File: src/rtl/dma_agu_pkg.sv
package dma_agu_pkg;

  // Address update mode decoded from the modifier code.
  typedef enum logic [1:0] {
    UPD_LIN = 2'd0,
    UPD_MOD = 2'd1,
    UPD_REV = 2'd2
  } upd_mode_e;

endpackage

File: src/rtl/agu_mode_decode.sv
module agu_mode_decode
  import dma_agu_pkg::*;
#(
  parameter int MW = 16
) (
  input  logic [MW-1:0] mod_i,
  output upd_mode_e     mode_o,
  output logic [MW-1:0] span_o
);

  // Mask of all bits up to the highest set bit: 2^k-1 with 2^k >= M+1.
  function automatic logic [MW-1:0] smear(input logic [MW-1:0] v);
    logic [MW-1:0] r;
    r = v;
    for (int i = 1; i < MW; i++) r = r | (r >> i);
    return r;
  endfunction

  always_comb begin
    if (&mod_i)             mode_o = UPD_LIN;
    else if (mod_i == '0)   mode_o = UPD_REV;
    else if (!mod_i[MW-1])  mode_o = UPD_MOD;
    else                    mode_o = UPD_LIN;  // reserved codes
  end

  assign span_o = smear(mod_i);

endmodule

File: src/rtl/agu_step_calc.sv
module agu_step_calc
  import dma_agu_pkg::*;
#(
  parameter int AW = 32,
  parameter int MW = 16
) (
  input  logic [AW-1:0] addr_i,
  input  logic [AW-1:0] off_i,
  input  upd_mode_e     mode_i,
  input  logic [MW-1:0] mod_i,
  input  logic [MW-1:0] span_i,
  output logic [AW-1:0] raw_o
);

  localparam int SW = AW + 1;

  function automatic logic [AW-1:0] flip(input logic [AW-1:0] v);
    logic [AW-1:0] r;
    for (int i = 0; i < AW; i++) r[i] = v[AW-1-i];
    return r;
  endfunction

  // Reverse-carry add: carries travel from the top bit toward bit 0.
  function automatic logic [AW-1:0] rev_add(input logic [AW-1:0] a,
                                            input logic [AW-1:0] b);
    return flip(flip(a) + flip(b));
  endfunction

  // Circular-buffer update inside a power-of-two aligned block.
  function automatic logic [AW-1:0] ring_add(input logic [AW-1:0] a,
                                             input logic [AW-1:0] b,
                                             input logic [MW-1:0] m,
                                             input logic [MW-1:0] sp);
    logic [AW-1:0]        spw;
    logic signed [SW-1:0] top, pos;
    spw = {{(AW-MW){1'b0}}, sp};
    top = $signed({{(SW-MW){1'b0}}, m});
    pos = $signed({1'b0, a & spw}) + $signed({b[AW-1], b});
    if (pos > top)        pos = pos - (top + 1);
    else if (pos < 0)     pos = pos + (top + 1);
    return (a & ~spw) | (AW'(pos) & spw);
  endfunction

  always_comb begin
    unique case (mode_i)
      UPD_MOD: raw_o = ring_add(addr_i, off_i, mod_i, span_i);
      UPD_REV: raw_o = rev_add(addr_i, off_i);
      default: raw_o = addr_i + off_i;
    endcase
  end

endmodule

File: src/rtl/agu_region_fold.sv
module agu_region_fold #(
  parameter int AW      = 32,
  parameter int INT_TOP = 32'h3FF
) (
  input  logic [AW-1:0] raw_i,
  input  logic          ext_i,
  output logic [AW-1:0] fold_o
);

  // INT_TOP+1 is a power of two, so folding is a mask.
  localparam logic [AW-1:0] INT_MASK = AW'(INT_TOP);

  assign fold_o = ext_i ? raw_i : (raw_i & INT_MASK);

endmodule

File: src/rtl/dma_addr_update.sv
module dma_addr_update
  import dma_agu_pkg::*;
#(
  parameter int AW      = 32,
  parameter int MW      = 16,
  parameter int INT_TOP = 32'h3FF
) (
  input  logic          clk,
  input  logic          rst_n,
  input  logic          load,
  input  logic [AW-1:0] ld_addr,
  input  logic [AW-1:0] ld_off,
  input  logic [MW-1:0] ld_mod,
  input  logic          ld_ext,
  input  logic          step,
  output logic [AW-1:0] addr_q
);

  localparam logic [MW-1:0] MOD_LINEAR = '1;

  logic [AW-1:0] addr_r, off_r;
  logic [MW-1:0] mod_r;
  logic          ext_r;

  // Named internal events for the checker.
  upd_mode_e     mode_w;
  logic [MW-1:0] span_w;
  logic [AW-1:0] raw_w, next_w;

  agu_mode_decode #(.MW(MW)) u_dec (
    .mod_i  (mod_r),
    .mode_o (mode_w),
    .span_o (span_w)
  );

  agu_step_calc #(.AW(AW), .MW(MW)) u_calc (
    .addr_i (addr_r),
    .off_i  (off_r),
    .mode_i (mode_w),
    .mod_i  (mod_r),
    .span_i (span_w),
    .raw_o  (raw_w)
  );

  agu_region_fold #(.AW(AW), .INT_TOP(INT_TOP)) u_fold (
    .raw_i  (raw_w),
    .ext_i  (ext_r),
    .fold_o (next_w)
  );

  always_ff @(posedge clk or negedge rst_n) begin
    if (!rst_n) begin
      addr_r <= '0;
      off_r  <= '0;
      mod_r  <= MOD_LINEAR;
      ext_r  <= 1'b0;
    end else if (load) begin
      addr_r <= ld_addr;
      off_r  <= ld_off;
      mod_r  <= ld_mod;
      ext_r  <= ld_ext;
    end else if (step) begin
      addr_r <= next_w;
    end
  end

  assign addr_q = addr_r;

endmodule

File: config.mk
export PLATFORM = sky130hd
export DESIGN_NAME = dma_addr_update
export DESIGN_NICKNAME = d
export VERILOG_FILES = /design/src/rtl/dma_agu_pkg.sv /design/src/rtl/agu_mode_decode.sv /design/src/rtl/agu_step_calc.sv /design/src/rtl/agu_region_fold.sv /design/src/rtl/dma_addr_update.sv
export SDC_FILE = /design/constraint.sdc
export NUM_CORES = 1
export LEC_CHECK = 0
export BUFFER_PORTS_ARGS = -buffer_cell sky130_fd_sc_hd__buf_2
export CAP_MARGIN = 25
export CORE_MARGIN = 2
export CORE_UTILIZATION = 25
export CTS_CLUSTER_SIZE = 16
export DETAILED_ROUTE_END_ITERATION = 10
export PLACE_DENSITY = 0.44
export SYNTH_ARGS = -nofsm -noshare
export SYNTH_HDL_FRONTEND = slang
export SYNTH_SLANG_ARGS = --single-unit
File: constraint.sdc
create_clock -name clk -period 14.1 [get_ports clk]
set_input_delay 0.705 -clock clk [delete_from_list [all_inputs] [get_ports clk]]
set_output_delay 0.705 -clock clk [all_outputs]
set_load 0.01 [all_outputs]
After elaboration in Yosys (flattened, before gate mapping) --
Index checks and enable logic that the tools add are counted.
Word-level totals: register bits after elaboration 81, bits in latches 0, bits in writable memories 0, memory bits (read-only) 0, word-level logic and storage cells 47, memories 0
Operators by class: add/sub/neg operators 6, multiply operators 0, div/mod/pow operators 0, $lt $le $gt $ge 2, eq/ne operators 2, shifts and indexed selects 0, multiplexer cells 10, bitwise gates (word level) 20, reduce and logical (&&, ||, !) cells 3
Operators by type and width (number):
- $mux 32 | 6
- $add 32x32->32 | 3
- $and 32x16->32 | 2
- $pmux 32 s2 | 1
- $add 33x32->33 | 1
- $gt 33x17->1 | 1
- $lt 33x1->1 const B | 1
- $and 32x32->32 | 1
- $not 16->32 | 1
- $or 32x32->32 | 1
- $sub 32x32->32 | 1
- $add 16x1->17 const B | 1
- $logic_not 16->1 | 1
- $or 16x1->16 | 1
- $or 16x10->16 | 1
- $or 16x11->16 | 1
- $or 16x12->16 | 1
- $or 16x13->16 | 1
- $or 16x14->16 | 1
- $or 16x15->16 | 1
- $or 16x2->16 | 1
- $or 16x3->16 | 1
- $or 16x4->16 | 1
- $or 16x5->16 | 1
- 10 further kinds | 11

Depth between registers and ports, before layout --
Gate-level depths: netlist of the first run.
depth in word-level cells 27, gate-level depth with buffers 30, mapped depth without buffers 28

Modules after synthesis --
A second synthesis of the first run with hierarchy kept.
Second synthesis, totals: cells, all modules 1437, area total of the unflattened synthesis 11238.3 um^2
Modules (own cells, without submodules):
- agu_step_calc | times used 1, cells an instance 1132, area an instance 7430.9 um^2, sequential area each 0.0 um^2
- dma_addr_update | times used 1, cells an instance 243, area an instance 3338.2 um^2, sequential area each 2047.0 um^2
- agu_region_fold | times used 1, cells an instance 34, area an instance 255.2 um^2, sequential area each 0.0 um^2
- agu_mode_decode | times used 1, cells an instance 28, area an instance 214.0 um^2, sequential area each 0.0 um^2

Worst setup path before layout of the first run --
Ideal clock, no wire load.
path kind flip-flop to flip-flop, start point register mod_r[15], end point register addr_r[2], in the netlist addr_q[2], setup time 126 ps, data arrival time 6762 ps, data required time 13974 ps, path slack 7211 ps, cell stages (with the launch flop) 29, cell sequence dfstp_2 nor2_1 nand3_1 nor4_1 and2_0 clkbuf_1 nand4_1 nor4_1 nand3_1 and2_1 ha_1 fa_1 a211oi_1 o211ai_2 a41oi_1 o21bai_1 a21oi_1 xnor2_1 ha_1 a21boi_0 or3b_1 o31a_1 nor4_1 nand4_1 nor4_4 and2_4 o311ai_0 and4b_1 a311o_1
On the way: word-level cells in the longest chain between the ends 27, elaborated cells on any way between the ends 39, those cells by class 3 x add/sub; 2 x order compare; 2 x eq/ne; 10 x mux; 20 x bitwise; 2 x reduce/logical
RTL lines:
- start, declared | RTL line dma_addr_update.sv:22 | logic [MW-1:0] mod_r;
- start signal, assigned | RTL line dma_addr_update.sv:60 | mod_r <= ld_mod;
- $or 16x15->16 | RTL line agu_mode_decode.sv:15 | for (int i = 1; i < MW; i++) r = r | (r >> i);
- $or 16x14->16 | RTL line agu_mode_decode.sv:15
- $or 16x13->16 | RTL line agu_mode_decode.sv:15
- $or 16x12->16 | RTL line agu_mode_decode.sv:15
- $or 16x11->16 | RTL line agu_mode_decode.sv:15
- $or 16x10->16 | RTL line agu_mode_decode.sv:15
- $or 16x9->16 | RTL line agu_mode_decode.sv:15
- $or 16x8->16 | RTL line agu_mode_decode.sv:15
- (+11 left out)
- $mux 32 | RTL line agu_step_calc.sv:39 | if (pos > top) pos = pos - (top + 1);
- $mux 32 | RTL line agu_step_calc.sv:45 | unique case (mode_i)
- $and 32x16->32 | RTL line agu_step_calc.sv:41 | return (a & ~spw) | (AW'(pos) & spw);
- $or 32x32->32 | RTL line agu_step_calc.sv:41
- $pmux 32 s2 * | RTL line agu_step_calc.sv:45
- $mux 32 * | RTL line agu_region_fold.sv:13 | assign fold_o = ext_i ? raw_i : (raw_i & INT_MASK);
- $mux 32 * | RTL line dma_addr_update.sv:62 | end else if (step) begin
- $mux 32 * | RTL line dma_addr_update.sv:57 | end else if (load) begin
- end signal, assigned | RTL line dma_addr_update.sv:58 | addr_r <= ld_addr;
- end signal, assigned | RTL line dma_addr_update.sv:63 | addr_r <= next_w;
- end, declared | RTL line dma_addr_update.sv:21 | logic [AW-1:0] addr_r, off_r;
Mark *: on every way between the ends. The rest lies on a longest branch, timed or not. The select of a mux whose other input is x is not followed. A chain may end at the register's enable or synchronous reset.

Worst setup path in the final report of the first run --
Ends and elaborated chain as after synthesis.

==> results of run 1 <==
==> state kept, by name, indices dropped and copies added (netlist names) <==
| name | cells |
|---|---|
| off_r | 32 |
| mod_r | 16 |
| addr_q | 32 |
| ext_r | 1 |
==> per-stage QoR <==
stage | util [%] | hold slack (ns) | setup slack [ns] | total power [mW] | cells
final | 28.60 | 0.2996 | 5.187 | 1.934 | 1955
after global routing | 28.60 | 0.3336 | 4.573 | 2.090 | 1955
after CTS | 28.60 | 0.3094 | 5.278 | 1.926 | 1955
after detailed placement | 27.84 | 0.5078 | 5.323 | 1.640 | 1940
after global placement | 27.84 | 0.5137 | 5.761 | 1.645 | 1940
after floorplan | - | 0.4094 | 7.211 | 1.271 | 1360
==> layout make-up <==
| cell class | count | area, µm² |
|---|---|---|
| clock buffers | 10 | 229.0 |
| repair buffers | 126 | 660.6 |
| fillers | 4540 | 29220 |
| inverters | 82 | 307.8 |
| clock inverters | 5 | 81.33 |
| well taps | 532 | 665.6 |
| multi-input cells | 1119 | 7714 |
| flip-flops and latches | 81 | 2047 |
==> cells in the final DEF (no fill, tap or decap), drive strengths merged, types with 7 or more instances in the layout <==
cell / instances
a21oi: 130
buf: 126
nand2: 112
o21ai: 100
ha: 98
nor2: 95
inv: 79
dfrtp: 65
xnor2: 49
a21o: 42
nand3: 40
nor3: 27
mux2: 27
nand4: 26
nor2b: 22
a211oi: 22
xor2: 20
o21bai: 20
o211ai: 19
dfstp: 16
and3: 16
or3: 15
a31oi: 15
o22ai: 13
o31ai: 13
and2: 13
nand2b: 12
o221ai: 11
a22oi: 10
nor4: 10
clkbuf: 10
a221oi: 9
a221o: 9
mux2i: 9
o2111ai: 7
==> per-layer routing <==
layer	routed length, µm	part of all wire, %	vias to the layer above
met5	0	0	-
met4	764	1.8	0
met3	1887	4.5	35
met2	19330	47	312
met1	19530	47	5269
li1	-	-	5187
==> power by group <==
part           leakage [nW]  switching [mW]  internal (mW)
clock network         0.149           0.114          0.154
logic                  3.90           0.812          0.527
registers             0.944          0.0590          0.266
==> kinds of logic (layout without fill, tap and decap cells) <==
kind of cell	count (synthesis)	in the layout	share of synthesized area, %
muxes	36	36	3.799
AOI/OAI and AO/OA	491	491	31.54
adders and majority gates	103	103	12.78
DFF	81	81	19.73
xor gates and xnor gates	69	69	5.825
buffers and inverters	160	223	5.921
and+or+nand+nor	420	420	20.41
==> worst min-delay path by stage <==
stage                        endpoint  slack, ns  cells past startpoint
6_report        off_r[19]$_DFFE_PN0P_       0.30                      1
3_5_place_dp   addr_q[18]$_DFFE_PN0P_       0.51                      2
3_3_place_gp   addr_q[18]$_DFFE_PN0P_       0.51                      2
2_1_floorplan   addr_q[0]$_DFFE_PN0P_       0.41                      0
4_1_cts         off_r[21]$_DFFE_PN0P_       0.31                      1
5_1_grt         off_r[19]$_DFFE_PN0P_       0.33                      1
==> worst register-to-register path: stages, from the launching register on <==
cell and delay [ns]:
dfstp_2 0.43, nor2_1 0.28, nand3_1 0.27, nor4_1 0.79
and2_0 0.47, nand4_1 0.24, nor4_1 0.52, nand3_1 0.24
and2_1 0.22, ha_1 0.22, fa_1 0.43, a211oi_1 0.40
o211ai_2 0.23, a41oi_1 0.36, o21bai_1 0.11, a21oi_1 0.19
xnor2_1 0.29, ha_1 0.34, a21boi_0 0.13, or3b_1 0.35
o31a_1 0.35, nor4_1 0.20, nand4_1 0.18, nor4_4 0.51
and2_4 0.36, o311ai_0 0.14, and4b_1 0.25, a311o_1 0.32
==> reports/results.ini, run 1 <==
[synth]
yosys.area.top_type=dfrtp_1
synth_top_area_share_pct=15.68
synth-main-ff-cell=dfrtp_1
async_flop_share_pct=100.0
synth_most_common_cell=a21oi_1
syn_inst=1360
syn_area_mm2=0.01037
ys_ff_latch=81
yosysSeqAreaShare_pct=19.73
ys_top_cells_by_count=a21oi_1 (130), nand2_1 (111), o21ai_0 (99), ha_1 (98), nor2_1 (95)
syn_nets=1548
yosys_warnings=0
synth_edf_count=0
synth.area.top_cells=dfrtp_1 (16%), ha_1 (12%), a21oi_1 (6.3%)
syn_avg_cell_area_um2=7.629
synth_cell_type_count=83

[setup_path]
crit_path_end_kind=flip-flop
path_max_fanout=12
worstReg2RegEnd=addr_q[2]$_DFFE_PN0P_
arrival_ns=9.18
ff2ff_setup_slack_ns=5.19
crit_top_cell=nor4_1
cp_top_family=simple AND/OR/NAND/NOR gates
critical-path-slowest-cell=nor4_1
crit_type=flip-flop to flip-flop
rr_worst_depth=27
crit_cells=27
setup.worst_path.start_class=flip-flop
cp.required_ns=14.37
critPathMaxStageDelay_ns=0.79
r2r_start=mod_r[15]$_DFFE_PN1P_
crit_start=mod_r[15]$_DFFE_PN1P_
path_buf_inv=0
endpoint=addr_q[2]$_DFFE_PN0P_

[sta]
tns_ns=0
period_share_pct=63.21
tightestPinTransition_ns=1.013
fmax_mhz=112.2
hold_viol=0
rsz0062_at_grt=false
maxSlewViolCount=0
period_needed_ns=8.913
worst_clock_skew_ns=0.009748
timing.slew.headroom_pct=32.49
setup-violations-final=0

[route]
via_per_inst=5.526
firstDrtPassIters=5
routedWlPerCell_um=21.24
totalWireLength_mm=41.52
vias=10800
ant_nets=0
drc=0
drt_first_iter_violations=903

[cells_and_area]
layout.nets=1607
drive_gt1_share_pct=14.41
final_area_mm2=0.01171
antenna_cells=0
area_growth_pct=12.82

[pwr]
pwr_density_cell_mw_per_mm2=165.2
power.leakage_nw=4.992
peakVddDrop_mv=0.06775

[die]
die_height_um=207.7
dieArea_mm2=0.04315
die_width_um=207.7
num_rows=74
io_pins=117
start_util_pct=25.35
core_area_mm2=0.04092

[grt]
busiest_layer=met2
grt_max_degree=76
grtUsageMet3_pct=2.814
grt_antenna_before_repair=0
grtUsageMet1_pct=26.32
grt_pass1_vias=10270
grt_pass1_wl_mm=63.62
grt_overflow_total=0
grt_usage_pct=18.99
use_met2_pct=30.93

[clocking]
hold_buffers=0
cts.sinks=81
postCtsSetupBuffers=0
clk_pin_slew_worst_paths_ns=0.07
root_buffer=clkbuf_16
cts_resized=0
cts_tree=built
cts_made_buffers=9
max-clock-path-buffers=2
htreeDepth=3
insertion_delay_ns=0.38

[placed_design]
postPlaceCellArea_mm2=0.01139
gp_congestion=0.9376
port_buffers=116
hpwl_mm=32.76

[worst_hold_path]
min_path_type=input pin to asynchronous set/reset pin

[flow_run]
cap_violations=0

[run_status]
status=finished clean

(Power assumes the default switching activity.)
==> run 2, diff against run 1 <==
--- a/config.mk
+++ b/config.mk
@@ -5,13 +5,14 @@
 export SDC_FILE = /design/constraint.sdc
 export NUM_CORES = 1
 export LEC_CHECK = 0
+export ABC_AREA = 1
 export BUFFER_PORTS_ARGS = -buffer_cell sky130_fd_sc_hd__buf_2
 export CAP_MARGIN = 25
 export CORE_MARGIN = 2
 export CORE_UTILIZATION = 25
 export CTS_CLUSTER_SIZE = 16
 export DETAILED_ROUTE_END_ITERATION = 10
-export PLACE_DENSITY = 0.44
+export PLACE_DENSITY = 0.45
 export SYNTH_ARGS = -nofsm -noshare
 export SYNTH_HDL_FRONTEND = slang
 export SYNTH_SLANG_ARGS = --single-unit
==> constraint.sdc (replaced) <==
create_clock -name clk -period 7.6 [get_ports clk]
set_input_delay 0.38 -clock clk [delete_from_list [all_inputs] [get_ports clk]]
set_output_delay 0.38 -clock clk [all_outputs]
set_load 0.01 [all_outputs]
==> reports/results.ini, run 2 <==
[cells_and_area]
area_growth_pct=11.94
regArea_mm2=0.002047
mostFrequentLayoutCells=nand2_1 (491), inv_1 (305), a21oi_1 (205)
drive_gt1_share_pct=10.05
multi_input_area_mm2=0.008035
nFillCells=5173
antenna_cells=0
final_common_cell=nand2_1
final_cell_count_no_fill=2620
layout.nets=2203
final_core_util_pct=28.44

[setup_path]
setup.worst_path.start_class=flip-flop
rr_worst_depth=41
crit_start=mod_r[15]$_DFFE_PN1P_
worstReg2RegEnd=addr_q[15]$_DFFE_PN0P_
crit_top_cell=nand2_1
arrival_ns=6.93
path_max_fanout=19
critical-path-slowest-cell=fa_1
critPathMaxStageDelay_ns=0.47
crit_type=flip-flop to flip-flop
endpoint=addr_q[15]$_DFFE_PN0P_
ff2ff_setup_slack_ns=0.96
cp.required_ns=7.89
r2r_start=mod_r[15]$_DFFE_PN1P_
crit_path_end_kind=flip-flop

[grt]
busiest_layer=met2
grt_antenna_before_repair=0
grt_pass1_wl_mm=75.90
grtUsageMet1_pct=29.95
grt_pass1_vias=12330
grt_max_degree=77
grt_overflow_total=0
grt_usage_pct=21.15
use_met2_pct=33.15
grtUsageMet3_pct=3.465

[clocking]
cts.sinks=81
postCtsSetupBuffers=0
hold_buffers=1
cts_resized=0
max-clock-path-buffers=2
cts_made_buffers=9
cts_tree=built
htreeDepth=3
insertion_delay_ns=0.40
root_buffer=clkbuf_16
clk_pin_slew_worst_paths_ns=0.07

[die]
start_util_pct=25.40
core_area_mm2=0.04558
io_pins=117
num_rows=78
dieArea_mm2=0.04805
die_width_um=219.2
die_height_um=219.2

[route]
routedWlPerCell_um=19.15
drc=0
drt_first_iter_violations=1054
totalWireLength_mm=50.18
ant_nets=0
via_per_inst=4.933
vias=12920
firstDrtPassIters=5

[placed_design]
gp_congestion=0.9178
hpwl_mm=42.06
dpl.cell_count=2603
port_buffers=116

[pwr]
peakVddDrop_mv=0.1586
power.leakage_nw=6.709
pwr_density_cell_mw_per_mm2=250.3

[synth]
synth_edf_count=0
synth_most_common_cell=nand2_1
syn_avg_cell_area_um2=5.959
ys_ff_latch=81
syn_inst=1943
yosys.area.top_type=nand2_1
synth_cell_type_count=62
ys_top_cells_by_count=nand2_1 (491), inv_1 (305), a21oi_1 (205), nor2_1 (189), o21ai_0 (151)
synth-main-ff-cell=dfrtp_1
synth_top_area_share_pct=15.92
syn_nets=2131
yosys_warnings=0
synth.area.top_cells=nand2_1 (16%), dfrtp_1 (14%), ha_1 (11%)
async_flop_share_pct=100.0
syn_area_mm2=0.01158
yosysSeqAreaShare_pct=17.68

[sta]
period_share_pct=87.39
tns_ns=0
timing.hold.ws_ns=0.1880
hold_viol=0
period_needed_ns=6.641
rsz0062_at_grt=false
maxSlewViolCount=0
fmax_mhz=150.6
setup-violations-final=0
timing.slew.headroom_pct=31.07
tightestPinTransition_ns=1.033
worst_clock_skew_ns=0.008013

[flow_run]
cap_violations=0

[worst_hold_path]
min_path_type=input pin to flip-flop

[run_status]
status=finished clean

## run 2: cell types whose count changed after synthesis, moves of 17 or more
cell      change
nand2_1     +380
mux2_2       -27
nand3_1      +45
inv_1       +226
a21o_1       -34
o21ai_0      +52
a21oi_1      +75
xnor2_1      -41
nor2_1       +94
a211oi_1     -17
clkbuf_1     -18
nor2b_1      -22
xor2_1       +33
## run 2: worst min path at each step
stage / startpoint / endpoint / slack (ns) / cells past startpoint
2_1_floorplan: rst_n / addr_q[0]$_DFFE_PN0P_ / 0.08 / 0
3_3_place_gp: rst_n / off_r[26]$_DFFE_PN0P_ / 0.37 / 1
3_5_place_dp: rst_n / off_r[26]$_DFFE_PN0P_ / 0.36 / 1
4_1_cts: ld_off[28] / off_r[28]$_DFFE_PN0P_ / 0.17 / 3
5_1_grt: ld_off[21] / off_r[21]$_DFFE_PN0P_ / 0.19 / 3
6_report: ld_off[8] / off_r[8]$_DFFE_PN0P_ / 0.19 / 3
## run 2: logic make-up (layout without fill, tap and decap cells)
family,count (synthesis),in the layout,synth area share [%]
and+or+nand+nor,860,860,31.22
AOI/OAI and AO/OA,459,459,22.00
adders and majority gates,103,103,11.45
buffers and inverters,378,455,12.95
xor gates and xnor gates,61,61,4.614
DFF,81,81,17.68
muxes,1,1,0.08645
## run 2: routing by layer
| layer | up-vias | share of wire, % |
|---|---|---|
| met3 | 54 | 5.7 |
| met5 | - | 0 |
| met2 | 442 | 44 |
| li1 | 6431 | - |
| met1 | 5997 | 49 |
| met4 | 0 | 2.1 |
## run 2: metrics by stage
step,setup slack (ns),instance area [µm²],total power [mW]
after detailed placement,0.9486,12650,2.729
after CTS,0.9250,12960,3.240
after floorplan,2.560,11580,2.054
after global placement,1.101,12650,2.748
final,0.9586,12960,3.244
after global routing,0.2492,12960,3.536
## run 2: area by class of cell
type | instances | share of cell area, %
sequential | 81 | 15.79
clock buffer | 9 | 1.738
clock inverter | 7 | 0.5889
multi-input combinational | 1484 | 61.99
timing repair buffer | 123 | 4.943
inverter | 316 | 9.151
tap | 600 | 5.792
## run 2: power by group
group | leakage [nW] | total, mW | internal, mW | switching, mW
sequential | 0.959 | 0.584 | 0.487 | 0.0970
clock | 0.148 | 0.492 | 0.258 | 0.234
combinational | 5.60 | 2.17 | 0.710 | 1.46
## run 2: worst max-delay path, delay by kind of cell (launching register included)
kind / cells / cell delay (ns)
AOI/OAI and AO/OA: 3 / 0.56
xor gates and xnor gates: 1 / 0.43
adders and majority gates: 2 / 0.81
buffers and inverters: 7 / 0.71
DFF: 1 / 0.45
and+or+nand+nor: 28 / 3.54
==> run 3, diff against run 2 <==
==> constraint.sdc (replaced) <==
create_clock -name clk -period 5.32 [get_ports clk]
set_input_delay 0.266 -clock clk [delete_from_list [all_inputs] [get_ports clk]]
set_output_delay 0.266 -clock clk [all_outputs]
set_load 0.01 [all_outputs]
==> reports/results.ini, run 3 (synthesized netlist as in run 2, its figures left out) <==
[run_status]
status=finished clean

[setup_path]
rr_worst_depth=37
arrival_ns=5.30
critical-path-slowest-cell=dfstp_2
cp.required_ns=5.59
path_max_fanout=8
crit_path_end_kind=flip-flop
setup.worst_path.start_class=flip-flop
crit_type=flip-flop to flip-flop
crit_top_cell=nand2_1
critPathMaxStageDelay_ns=0.38

[clocking]
clk_pin_slew_worst_paths_ns=0.08
cts_tree=built
htreeDepth=3
cts_made_buffers=9
cts.sinks=81
root_buffer=clkbuf_16
max-clock-path-buffers=2
insertion_delay_ns=0.39

[grt]
grt_max_degree=76
grt_usage_pct=21.42
use_met2_pct=33.73
grt_pass1_wl_mm=77.22
grt_antenna_before_repair=0
grt_pass1_vias=12540
grtUsageMet1_pct=30.02
busiest_layer=met2
grtUsageMet3_pct=3.687
grt_overflow_total=0

[cells_and_area]
layout.nets=2304
final_cell_count_no_fill=2721
mostFrequentLayoutCells=nand2_1 (471), inv_1 (298), a21oi_1 (201)
antenna_cells=0
final_core_util_pct=31.27
area_growth_pct=23.08
drive_gt1_share_pct=17.82
nFillCells=5131
final_common_cell=nand2_1

[sta]
maxSlewViolCount=0
hold_viol=0
fmax_mhz=198.8
tightestPinTransition_ns=0.9898
rsz0062_at_grt=true
period_needed_ns=5.029
timing.final.ws_setup_ns=0.2906
timing.slew.headroom_pct=33.94
period_share_pct=94.54
setup-violations-final=0
worst_clock_skew_ns=0.01792

[placed_design]
port_buffers=116
place_ws_ns=-0.1679
gp_congestion=0.9072
dpl.cell_count=2692
hpwl_mm=43.29

[route]
routedWlPerCell_um=18.91
totalWireLength_mm=51.47
drc=0
ant_nets=0
firstDrtPassIters=8
drt_first_iter_violations=926
vias=13170
via_per_inst=4.840

[die]
die_width_um=219.2
core_area_mm2=0.04558
num_rows=78
die_height_um=219.2
dieArea_mm2=0.04805
io_pins=117
start_util_pct=25.40

[pwr]
pwr_density_cell_mw_per_mm2=369.5
power.leakage_nw=7.302
p_comb_share_pct=70.9
power.share.clock_pct=13.5
peakVddDrop_mv=0.1874
seqPwrFrac_pct=15.6
p_sw_mw=2.782
switching_share_pct=52.83
p_int_mw=2.484

[worst_hold_path]
min_path_type=input pin to flip-flop
hold_depth=3

[flow_run]
cap_violations=0

-- run 3: cell count changes in the layout (fill, tap and decap cells not counted), moves of 8 or more --
cell     previous run  this run
xor2_1             53        44
nand2_2            13        27
nor2_1            188       180
buf_4               8       104
nand2_1           491       471
ha_1               98        89
-- run 3: repair_timing --
item,in CTS,in global routing
setup buffers,1,9
pin swaps,7,35
endpoints found under the hold margin,7,0
resized for setup,15,91
endpoints found under the setup margin,16,16
cloned,1,0
hold buffers,1,0
-- run 3: worst max-delay path: cells and delay by family (launching register included) --
kind / cells / cell delay, ns
simple gates: 27 / 2.80
xor+xnor: 1 / 0.19
buf+inv: 5 / 0.48
fa+ha+maj: 3 / 0.86
flops: 1 / 0.38
compound gates: 1 / 0.19
-- run 3: power groups by stage --
stage / logic (mW) / registers (mW) / clock network (mW)
floorplan: 2.14 / 0.789 / 0
global placement: 3.47 / 0.833 / 0
detailed placement: 3.45 / 0.832 / 0
CTS: 3.49 / 0.821 / 0.730
global route: 4.13 / 0.832 / 0.747
finish: 3.73 / 0.823 / 0.710
-- run 3: worst paths after layout --
| check | startpoint | end | slack (ns) |
|---|---|---|---|
| worst min register to register | off_r[11]$_DFFE_PN0P_ | off_r[11]$_DFFE_PN0P_ | 0.53 |
| min in group asynchronous | rst_n | off_r[23]$_DFFE_PN0P_ | 0.29 |
| worst max-delay path | mod_r[9]$_DFFE_PN1P_ | addr_q[6]$_DFFE_PN0P_ | 0.29 |
| worst max register to register | mod_r[9]$_DFFE_PN1P_ | addr_q[6]$_DFFE_PN0P_ | 0.29 |
| max in group asynchronous | rst_n | addr_q[5]$_DFFE_PN0P_ | 3.83 |
| worst min-delay path | ld_off[14] | off_r[14]$_DFFE_PN0P_ | 0.08 |
-- run 3: layer usage --
layer  up-vias  wire, µm
li1       6636         -
met1      6119     24830
met2       366     22590
met3        48      2956
met4         0      1087
met5         -         0
-- run 3: final cells by class --
class                   instances  area, µm²  share of cell area, %
clock buffers                   9      225.2                  1.580
well taps                     600      750.7                  5.268
inverters                     316       1186                  8.323
repair buffers                223       1410                  9.895
multi-input cells            1485       8546                  59.96
clock inverters                 7      86.33                 0.6058
flip-flops and latches         81       2047                  14.36
-- run 3: stage by stage --
step	setup TNS [ns]	cell area, µm²	total power [mW]	hold WS [ns]
final	0	14250	5.266	0.07780
after global routing	-0.2785	14250	5.710	0.07445
after CTS	0	13740	5.046	0.06107
after detailed placement	-1.544	13320	4.277	0.1791
after global placement	-1.535	13320	4.303	0.1740
after floorplan	0	11580	2.934	-0.02959
